`src/rtl/tx_hwy_mux_pkg.sv`:
```
package tx_hwy_mux_pkg;
  // Width of one configuration register.
  localparam int REG_W = 8;

  // Mode word: bit 0 enables per-slot multiplexing, bit 1 forces payload (serial signaling).
  typedef struct packed {
    logic cas_serial;
    logic mux_en;
  } mux_mode_t;

  localparam int MODE_W = $bits(mux_mode_t);
endpackage

```
`src/rtl/tx_mux_cfg.sv`:
```
module tx_mux_cfg
  import tx_hwy_mux_pkg::*;
#(
  parameter int SLOTS = 32,
  parameter int POS_W = 8,
  parameter int AW    = 3
) (
  input  logic             clk,
  input  logic             rst_n,
  input  logic             wr_en,
  input  logic [AW-1:0]    wr_addr,
  input  logic [REG_W-1:0] wr_data,
  input  logic             commit,
  output logic [SLOTS-1:0] act_mask,
  output mux_mode_t        act_mode,
  output logic [POS_W-1:0] offset_q
);
  localparam int MASK_REGS = SLOTS / REG_W;
  localparam logic [AW-1:0] MODE_ADDR = AW'(MASK_REGS);
  localparam logic [AW-1:0] OFFS_ADDR = AW'(MASK_REGS + 1);

  logic [SLOTS-1:0] stage_mask;
  mux_mode_t        stage_mode;

  // One staging byte per mask register.
  for (genvar g = 0; g < MASK_REGS; g++) begin : g_mask_reg
    always_ff @(posedge clk) begin
      if (!rst_n) begin
        stage_mask[g*REG_W +: REG_W] <= '0;
      end else if (wr_en && wr_addr == AW'(g)) begin
        stage_mask[g*REG_W +: REG_W] <= wr_data;
      end
    end
  end

  always_ff @(posedge clk) begin
    if (!rst_n) begin
      stage_mode <= '0;
      offset_q   <= '0;
    end else if (wr_en) begin
      if (wr_addr == MODE_ADDR) stage_mode <= mux_mode_t'(wr_data[MODE_W-1:0]);
      if (wr_addr == OFFS_ADDR) offset_q   <= POS_W'(wr_data);
    end
  end

  // Staged values move to the active copy only at a slot boundary.
  always_ff @(posedge clk) begin
    if (!rst_n) begin
      act_mask <= '0;
      act_mode <= '0;
    end else if (commit) begin
      act_mask <= stage_mask;
      act_mode <= stage_mode;
    end
  end
endmodule

```
`src/rtl/tx_mux_timing.sv`:
```
module tx_mux_timing #(
  parameter int POS_W = 8,
  parameter int BIT_W = 3,
  parameter int FRAME = 256
) (
  input  logic             clk,
  input  logic             rst_n,
  input  logic             sync_in,
  input  logic [POS_W-1:0] offset,
  output logic [POS_W-1:0] cur_pos,
  output logic [POS_W-1:0] pos_q,
  output logic             slot_end,
  output logic             aligned_q
);
  localparam logic [POS_W-1:0] LAST_POS = POS_W'(FRAME - 1);

  // Position of the bit sampled at this edge.
  assign cur_pos  = sync_in ? offset : pos_q;
  assign slot_end = &cur_pos[BIT_W-1:0];

  always_ff @(posedge clk) begin
    if (!rst_n) begin
      pos_q     <= '0;
      aligned_q <= 1'b0;
    end else begin
      pos_q <= (cur_pos == LAST_POS) ? '0 : cur_pos + POS_W'(1);
      if (sync_in) aligned_q <= 1'b1;
    end
  end
endmodule

```
`src/rtl/tx_mux_select.sv`:
```
module tx_mux_select
  import tx_hwy_mux_pkg::*;
#(
  parameter int SLOTS  = 32,
  parameter int SLOT_W = 5
) (
  input  logic [SLOT_W-1:0] cur_slot,
  input  logic [SLOTS-1:0]  act_mask,
  input  mux_mode_t         act_mode,
  input  logic              data_in,
  input  logic              sig_in,
  output logic              pick_bit
);
  logic use_sig;

  always_comb begin
    use_sig  = act_mode.mux_en && !act_mode.cas_serial && act_mask[cur_slot];
    pick_bit = use_sig ? sig_in : data_in;
  end
endmodule

```
`src/rtl/tx_hwy_slot_mux.sv`:
```
module tx_hwy_slot_mux
  import tx_hwy_mux_pkg::*;
#(
  parameter int SLOTS     = 32,
  parameter int SLOT_BITS = 8,
  parameter int AW        = 3
) (
  input  logic                     clk,
  input  logic                     rst_n,
  input  logic                     sync_in,
  input  logic                     data_in,
  input  logic                     sig_in,
  input  logic                     wr_en,
  input  logic [AW-1:0]            wr_addr,
  input  logic [7:0]               wr_data,
  output logic                     out_valid,
  output logic                     out_bit,
  output logic [$clog2(SLOTS)-1:0] out_slot
);
  localparam int FRAME  = SLOTS * SLOT_BITS;
  localparam int POS_W  = $clog2(FRAME);
  localparam int BIT_W  = $clog2(SLOT_BITS);
  localparam int SLOT_W = $clog2(SLOTS);

  logic [POS_W-1:0] cur_pos;
  logic [POS_W-1:0] pos_q;
  logic [POS_W-1:0] offset_q;
  logic             slot_end;
  logic             aligned_q;
  logic [SLOTS-1:0] act_mask;
  mux_mode_t        act_mode;
  logic             pick_bit;
  logic [SLOT_W-1:0] cur_slot;

  assign cur_slot = cur_pos[POS_W-1:BIT_W];

  tx_mux_cfg #(.SLOTS(SLOTS), .POS_W(POS_W), .AW(AW)) cfg_i (
    .clk      (clk),
    .rst_n    (rst_n),
    .wr_en    (wr_en),
    .wr_addr  (wr_addr),
    .wr_data  (wr_data),
    .commit   (slot_end),
    .act_mask (act_mask),
    .act_mode (act_mode),
    .offset_q (offset_q)
  );

  tx_mux_timing #(.POS_W(POS_W), .BIT_W(BIT_W), .FRAME(FRAME)) tim_i (
    .clk       (clk),
    .rst_n     (rst_n),
    .sync_in   (sync_in),
    .offset    (offset_q),
    .cur_pos   (cur_pos),
    .pos_q     (pos_q),
    .slot_end  (slot_end),
    .aligned_q (aligned_q)
  );

  tx_mux_select #(.SLOTS(SLOTS), .SLOT_W(SLOT_W)) sel_i (
    .cur_slot (cur_slot),
    .act_mask (act_mask),
    .act_mode (act_mode),
    .data_in  (data_in),
    .sig_in   (sig_in),
    .pick_bit (pick_bit)
  );

  always_ff @(posedge clk) begin
    if (!rst_n) begin
      out_valid <= 1'b0;
      out_bit   <= 1'b0;
      out_slot  <= '0;
    end else begin
      out_valid <= aligned_q || sync_in;
      out_bit   <= pick_bit;
      out_slot  <= cur_slot;
    end
  end
endmodule

```
`config.mk`:
```
export PLATFORM = sky130hd
export DESIGN_NAME = tx_hwy_slot_mux
export DESIGN_NICKNAME = d
export VERILOG_FILES = /design/src/rtl/tx_hwy_mux_pkg.sv /design/src/rtl/tx_mux_cfg.sv /design/src/rtl/tx_mux_timing.sv /design/src/rtl/tx_mux_select.sv /design/src/rtl/tx_hwy_slot_mux.sv
export SDC_FILE = /design/constraint.sdc
export NUM_CORES = 1
export LEC_CHECK = 0
export ABC_CLOCK_PERIOD_IN_PS = 2500
export BUFFER_PORTS_ARGS = -buffer_cell sky130_fd_sc_hd__buf_4
export CAP_MARGIN = 20
export CORE_AREA = 5 5 88 90
export DETAILED_ROUTE_END_ITERATION = 8
export DIE_AREA = 0 0 93 95
export PLACE_DENSITY = 0.77
export SYNTH_ARGS = -nofsm -noshare
export SYNTH_HDL_FRONTEND = slang
export SYNTH_SLANG_ARGS = --single-unit
```
`constraint.sdc`:
```
create_clock -name clk -period 2.5 [get_ports clk]
set_input_delay 0.25 -clock clk [delete_from_list [all_inputs] [get_ports clk]]
set_output_delay 0.25 -clock clk [all_outputs]
set_load 0.02 [all_outputs]
```
After elaboration in Yosys (flattened, before gate mapping)
Cells that the tools add are included.
Widths: inputs -> output; s select.

storage, ports and cells
  bits in registers = 92
  memory bits (writable) = 0
  bits in latches = 0
  bits of input ports = 17
  memories kept = 0
  ROM bits = 0

cells by class
  bitwise operators = 1
  $add $sub $neg = 1
  reduce and logical (&&, ||, !) cells = 13
  multiplexer cells = 4
  order comparisons = 1
  equal/unequal tests = 6
  $mul = 0
  div/mod/pow operators = 0
  shift-type cells = 0

operator list
  operator             count
  $add 8x1->8 const B  1
  $eq 8x8->1 const B   1
  $mux 8               1
  $eq 3x2->1 const B   2
  $eq 3x3->1 const B   2
  $logic_and 1x1->1    6
  $lt 5x6->1 const B   1
  $bmux 1 s5           1
  $reduce_and 2->1     2
  $eq 3x1->1 const B   1
  $logic_not 3->1      1
  $reduce_and 3->1     1
  $mux 1               2
  $reduce_or 2->1      1
  $logic_not 1->1      1
  $logic_or 1x1->1     1
  $not 1->1            1

Logic depth before layout (Yosys ltp)
Gate-level depths: netlist of run 1.

  word-level depth = 5
  gate-level depth with buffers = 10
  gate-level depth less buffers = 7

Cells and area by module
Synthesis of run 1 repeated with hierarchy kept, for this count alone.

unflattened totals
  cell total of the unflattened synthesis = 357
  area total of the unflattened synthesis = 3,849.9 um^2

modules (own cells, without submodules)
  module           area an instance (um^2)  times used  seq. area each (um^2)  cells each
  tx_mux_cfg       2,832.7                  1           1,521.5                260
  tx_mux_timing    496.7                    1           180.2                  54
  tx_mux_select    335.3                    1           0.0                    29
  tx_hwy_slot_mux  185.2                    1           140.1                  14

Worst setup path before layout of run 1
Ideal clock, no wire load.

  kind = input to register
  start point = input port sync_in
  end point = register cfg_i.act_mask[0]
  arrival time = 2,102 ps
  cell stages on the path = 9
  path slack = 281 ps
  buffers on the path = 4
  data required time = 2,383 ps
  cells stage by stage = buf_6 buf_2 mux2_2 ha_1 ha_1 clkbuf_1 clkbuf_1 mux2i_1 nor2b_1

on the way
  cells in the longest elaborated chain, start to end = 2

ends and longest elaborated chain
  element                 RTL line               RTL
  start: declaration      tx_hwy_slot_mux.sv:10  input logic sync_in,
  $mux 8                  tx_mux_timing.sv:18    assign cur_pos = sync_in ? offset : pos_q;
  $reduce_and 3->1        tx_mux_timing.sv:19    assign slot_end = &cur_pos[BIT_W-1:0];
  via cfg_i.commit        tx_mux_cfg.sv:13       input logic commit,
  end signal: assignment  tx_mux_cfg.sv:52       act_mask <= stage_mask;
  end: declaration        tx_mux_cfg.sv:14       output logic [SLOTS-1:0] act_mask,

The timed path passes the listed nets, and every way through them passes these cells.
A chain may end at the register's enable or synchronous reset.

Final worst setup path of run 1
  start point = register cfg_i.offset_q[0]
  end point = register cfg_i.act_mask[2]

on the way
  cells in the longest elaborated chain, start to end = 2

ends and longest elaborated chain
  element                   RTL line             RTL
  start: declaration        tx_mux_cfg.sv:16     output logic [POS_W-1:0] offset_q
  start signal: assignment  tx_mux_cfg.sv:42     if (wr_addr == OFFS_ADDR) offset_q <= POS_W'(wr_data);
  $mux 8                    tx_mux_timing.sv:18
  $reduce_and 3->1          tx_mux_timing.sv:19
  via cfg_i.commit          tx_mux_cfg.sv:13

The timed path passes the listed nets, and every way through them passes these cells.

==> out/metrics.yaml, run 1 <==
outcome:
  status: "finished clean"
synthesis:
  syn_area_um2: 3950
  synth_cell_types: 40
  synth_top_area_share_pct: 46.6
  ys_async_sr_fraction_pct: 0
  yosys-top-cells-area: "dfxtp_1, mux2i_1, nor2b_1, nand2_1, a21boi_0"
  yosysWarnings: 0
  synth_fp_nets: 428
  ys.flop_type: "dfxtp_1"
  synth_area_per_cell_um2: 9.65
  ys_ff_latch: 92
  yosys.area.top_type: "dfxtp_1"
  postSynthCellCount: 409
  yosysSeqAreaShare_pct: 46.6
  synth_edf_count: 0
timing:
  max-slew-margin-rel_pct: 22.3
  maxSlewViolCount: 0
  fin_crit_sh_pct: 87.7
  setup_slack_ns: 0.308
  finalSetupTns_ns: 0
  hold_violations: 0
  rsz0062_at_grt: "no"
  min_period_ns: 2.19
  skew_ns: 0.0103
  worst_pin_slew_ns: 1.17
  fmax_mhz: 456
  setup_viol: 0
floorplan:
  fp.dieH_um: 95
  start_util_pct: 56.6
  coreArea_um2: 6980
  die_x_um: 93
  rows: 31
  ios: 24
  die_area_um2: 8840
global_routing:
  grt_overflow: 0
  grt_usage_pct: 19.7
  grt_pass1_wl_mm: 13.5
  grt_max_degree: 88
  antenna_found_initial: 0
  grt_pass1_vias: 2692
cells_and_area:
  layout_commonest_cell: "dfxtp_1"
  nets: 447
  fill_cells: 581
  num_antenna_cells: 0
  final_core_util_pct: 62.9
  final_cell_mix: "dfxtp_1, nand2_1, mux2i_1"
  drive_above_1_share_pct: 13.9
  syn_to_final_growth_pct: 11.2
route:
  routedWlPerCell_um: 16.2
  via_per_inst: 5.46
  postRouteAntennaNets: 0
  routed_wl_mm: 8.36
  drt-pass1-iter-count: 4
  vias: 2811
  drc_errors: 0
  drt_first_iter_violations: 211
clock_network:
  cts.clk_slew.worst_paths_ns: 0.09
  holdBufCountCts: 0
  cts_resized: 0
  cts_setup_buffers: 0
  clock_path_buffers: 2
  cts_made_buffers: 9
  cts.sinks: 92
  clock-root-buffer: "clkbuf_8"
  tritoncts: "built"
  insertion_delay_ns: 0.36
  htree_num_levels: 3
setup_path:
  cp-end-kind: "flip-flop"
  crit_required_ns: 2.74
  cp-start-kind: "flip-flop"
  arrival_ns: 2.43
  cp_max_fo: 34
  crit_type: "reg -> reg"
power:
  switching_share_pct: 22.7
  power_leakage_nw: 1.46
  combinationalPowerShare_pct: 6.0
  p_per_area_nw_per_um2: 612
  vdd_drop_max_v: 0.000380
  p_switching_uw: 611
  clkPwrFrac_pct: 38.4
  seqPwrFrac_pct: 55.7
  p_int_mw: 2.08
place:
  dp_hpwl_mm: 5.51
  portBuffers: 23
  pre_cts_slack_ns: 0.206
  place_congestion: 0.811
run:
  drv_cap: 0
worst_hold_path:
  hp-class: "in -> reg"
==> layout make-up <==
type / count / area (um^2) / share of cell area, %
clock buffers: 11 / 151 / 3.45
clock inverters: 5 / 58.8 / 1.34
inverters: 4 / 15.0 / 0.342
multi-input cells: 291 / 1990 / 45.4
flip-flops and latches: 92 / 1840 / 42.0
well taps: 82 / 103 / 2.34
repair buffers: 30 / 225 / 5.13
==> path summary, 6_finish.rpt <==
kind                                                        start                           endpoint  slack (ns)  cells after the start
worst max-delay path               cfg_i.offset_q[0]$_SDFFE_PN0P_     cfg_i.act_mask[2]$_SDFFE_PN0P_        0.31                      5
worst min-delay path                                      data_in                 out_bit$_SDFF_PN0_        0.16                      3
worst max register to register     cfg_i.offset_q[0]$_SDFFE_PN0P_     cfg_i.act_mask[2]$_SDFFE_PN0P_        0.31                      5
worst min register to register  cfg_i.stage_mask[29]$_SDFFE_PN0P_  cfg_i.stage_mask[29]$_SDFFE_PN0P_        0.47                      2
==> worst max-delay path, cell delays in order (launching register included) <==
cell and delay [ns]:
dfxtp_1 0.35, mux2_2 0.18, ha_1 0.19, ha_2 0.95, mux2i_1 0.30, nor2b_1 0.07
==> power groups by stage <==
stage | sequential (mW) | clock [mW] | combinational (mW)
6_report | 1.50 | 1.03 | 0.160
5_1_grt | 1.50 | 1.11 | 0.174
4_1_cts | 1.50 | 1.05 | 0.160
3_5_place_dp | 1.53 | 0 | 0.159
3_3_place_gp | 1.53 | 0 | 0.157
2_1_floorplan | 1.53 | 0 | 0.0963
==> through the flow <==
step           area (um^2)  total power, mW  instances  hold WS, ns
6_report              4390             2.69        515        0.157
5_1_grt               4390             2.78        515        0.165
4_1_cts               4390             2.71        515        0.149
3_5_place_dp          4180             1.69        499        0.461
3_3_place_gp          4180             1.69        499        0.448
2_1_floorplan         3950             1.63        409        0.395
==> cell families after synthesis <==
group | count (synthesis) | share of synthesized area (%)
multiplexers | 66 | 17.6
flip-flops | 92 | 46.6
AND/OR/NAND/NOR | 167 | 21.7
buffers and inverters | 26 | 2.91
AO/OA/AOI/OAI | 51 | 9.44
XOR/XNOR | 5 | 1.11
adder cells (fa/ha/maj) | 2 | 0.634
==> synth_stat cells (4+ instances only) <==
| master | n |
|---|---|
| nand3_1 | 5 |
| a21oi_1 | 6 |
| nand2b_1 | 7 |
| xnor2_1 | 4 |
| inv_1 | 4 |
| o21ai_0 | 5 |
| a21boi_0 | 26 |
| mux2_2 | 4 |
| mux2i_1 | 59 |
| a211oi_1 | 5 |
| clkbuf_1 | 18 |
| nand2_1 | 62 |
| dfxtp_1 | 92 |
| nor2_1 | 19 |
| and2_1 | 4 |
| nor2b_1 | 55 |
==> registers in the layout, summed over array words and instances (netlist names) <==
register / cells
cfg_i.stage_mode: 2
out_valid: 1
cfg_i.act_mask: 32
cfg_i.stage_mask: 32
cfg_i.offset_q: 8
out_bit: 1
out_slot: 5
tim_i.pos_q: 8
tim_i.aligned_q: 1
cfg_i.act_mode: 2
==> per-layer routing <==
| layer | wire length [um] | track usage (%) |
|---|---|---|
| met4 | 97 | 7.69 |
| met3 | 498 | 3.27 |
| met1 | 3930 | 26.7 |
| met2 | 3840 | 31.6 |
| met5 | 0 | 0 |
Note: power is estimated with default switching activity, not from simulation.
==> run 2, diff against run 1 <==
Settings changed: CORE_AREA 5 5 88 90 to 5 5 86 88, CTS_BUF_LIST set to sky130_fd_sc_hd__clkbuf_8, DIE_AREA 0 0 93 95 to 0 0 91 93, PLACE_DENSITY 0.77 to 0.8.
==> run 2 against run 1 <==
Total power shrank 1.9%. Highest routed layer unchanged. Sequential power barely moved. Critical endpoint is now tim_i.pos_q[7]$_SDFF_PP0_. Clock skew grew 0.0015 ns. Clock power fell by 5%. Flip-flop and latch count unchanged. Global-route usage grew 1.2 points. Worst setup slack better by 0.15 ns. Register-to-register slack gained 0.15 ns. Count of clock-buffer cells in the layout fell by 2. Critical path depth unchanged.
==> out/metrics.yaml, run 2 (synthesized netlist as in run 1, its figures left out) <==
floorplan:
  ios: 24  # unchanged
  rows: 30  # -3.2%
  coreArea_um2: 6570  # -5.9%
  die_area_um2: 8460  # -4.2%
  fp.dieH_um: 93  # -2.1%
  start_util_pct: 60.1  # +3.6 points
  die_x_um: 91  # -2.2%
setup_path:
  cp_max_fo: 10  # -71%
  cp-startpoint: "cfg_i.offset_q[3]$_SDFFE_PN0P_"
  r2r-start: "cfg_i.offset_q[3]$_SDFFE_PN0P_"
  rrSetupSlack_ns: 0.46  # +0.15 ns
  arrival_ns: 2.28  # -0.15 ns
  cp-end-kind: "flip-flop"
  crit_required_ns: 2.74  # about the same
  cp-start-kind: "flip-flop"
  crit_type: "reg -> reg"
worst_hold_path:
  min_from: "data_in"
  hp-class: "in -> reg"
route:
  drc_errors: 0  # unchanged
  vias: 2857  # +1.6%
  drt-pass1-iter-count: 4  # unchanged
  routedWlPerCell_um: 16.6  # +2.0%
  routed_wl_mm: 8.51  # +1.8%
  drt_first_iter_violations: 221  # +4.7%
  postRouteAntennaNets: 0  # unchanged
  via_per_inst: 5.56  # +1.8%
clock_network:
  clock-root-buffer: "clkbuf_8"
  cts_setup_buffers: 0  # unchanged
  cts.clk_slew.worst_paths_ns: 0.09  # about the same
  insertion_delay_ns: 0.36  # about the same
  cts_resized: 0  # unchanged
  htree_num_levels: 3  # unchanged
  tritoncts: "built"
  holdBufCountCts: 0  # unchanged
  clock_path_buffers: 2  # unchanged
  cts_made_buffers: 9  # unchanged
  cts.sinks: 92  # unchanged
place:
  portBuffers: 23  # unchanged
  dp_hpwl_mm: 5.86  # +6.4%
  place_congestion: 0.927  # +14%
  pre_cts_slack_ns: 0.322  # +0.116 ns
cells_and_area:
  drive_above_1_share_pct: 13.8  # -0.032 points
  syn_to_final_growth_pct: 11.2  # about the same
  layout_commonest_cell: "dfxtp_1"
  nets: 449  # +0.45%
  reg.largest.list: "cfg_i.act_mask: 32 flops, cfg_i.stage_mask: 32 flops"
  num_antenna_cells: 0  # unchanged
  final_cell_mix: "dfxtp_1, nand2_1, mux2i_1"
timing:
  rsz0062_at_grt: "no"
  finalSetupTns_ns: 0  # unchanged
  setup_viol: 0  # unchanged
  fmax_mhz: 491  # +7.6%
  max-slew-margin-rel_pct: 54.6  # +32 points
  maxSlewViolCount: 0  # unchanged
  setup_slack_ns: 0.462  # +0.154 ns
  worst_pin_slew_ns: 0.681  # -0.484 ns
  hold_violations: 0  # unchanged
  fin_crit_sh_pct: 81.5  # -6.2 points
  min_period_ns: 2.04  # -0.154 ns
  skew_ns: 0.0118  # +0.00145 ns
global_routing:
  grt_max_degree: 88  # unchanged
  grt_pass1_wl_mm: 13.8  # +2.7%
  antenna_found_initial: 0  # unchanged
  grt_pass1_vias: 2712  # +0.74%
  grt_usage_pct: 20.9  # +1.2 points
  grt_overflow: 0  # unchanged
power:
  p_int_mw: 2.01  # -3.0%
  switching_share_pct: 23.6  # +0.87 points
  power_leakage_nw: 1.46  # about the same
  vdd_drop_max_v: 0.000436  # +15%
  clkPwrFrac_pct: 37.2  # -1.2 points
  p_switching_uw: 623  # +1.9%
  seqPwrFrac_pct: 56.8  # +1.1 points
  combinationalPowerShare_pct: 6.1  # about the same
  p_per_area_nw_per_um2: 600  # -2.0%
outcome:
  status: "finished clean"
run:
  drv_cap: 0  # unchanged
-- run 2: cell count changes in the layout (fill, tap and decap cells not counted) --
cell	before	now
clkinvlp_4	2	3
buf_12	0	1
clkinv_2	1	0
inv_1	4	5
buf_4	30	31
clkbuf_8	11	9
-- run 2: cell type report --
cell class	instances	area, um^2
fill	541	2180
multi-input combinational	291	1990
sequential	92	1840
timing repair buffer	32	253
clock buffer	9	124
tap	80	100
clock inverter	6	65.1
inverter	4	15.0
-- run 2: critical path: stages, from the launching register on --
cell	delay (ns)
dfxtp_1	0.47
mux2_2	0.39
nand3_1	0.17
or3_1	0.40
o31ai_4	0.40
nor2_1	0.09
-- run 2: routing by layer --
layer	GRT usage [%]	wire (um)	vias to the layer above
met1	27.8	3820	1372
met5	0	0	-
met3	4.34	325	14
li1	-	-	1419
met2	33.4	4200	52
met4	8.07	163	0
-- run 2: stage by stage --
stage	instances	hold slack (ns)	total power, mW	cell area [um^2]	util, %
after floorplan	409	0.395	1.63	3950	-
after global placement	499	0.448	1.69	4200	64.0
after detailed placement	499	0.459	1.69	4200	64.0
after CTS	514	0.162	2.66	4390	66.9
after global routing	514	0.173	2.74	4390	66.9
final	514	0.172	2.64	4390	66.9
-- run 2: worst paths after layout --
kind         depth (start not counted)                        endpoint
max reg2reg                          5       tim_i.pos_q[7]$_SDFF_PP0_
min reg2reg                          2  cfg_i.offset_q[1]$_SDFFE_PN0P_
min                                  3              out_bit$_SDFF_PN0_
max                                  5       tim_i.pos_q[7]$_SDFF_PP0_
-- run 2: power by group through the flow --
stage | sequential, mW | combinational [mW] | clock (mW)
3_3_place_gp | 1.53 | 0.156 | 0
2_1_floorplan | 1.53 | 0.0963 | 0
6_report | 1.50 | 0.160 | 0.980
3_5_place_dp | 1.53 | 0.159 | 0
4_1_cts | 1.50 | 0.160 | 0.999
5_1_grt | 1.50 | 0.174 | 1.06
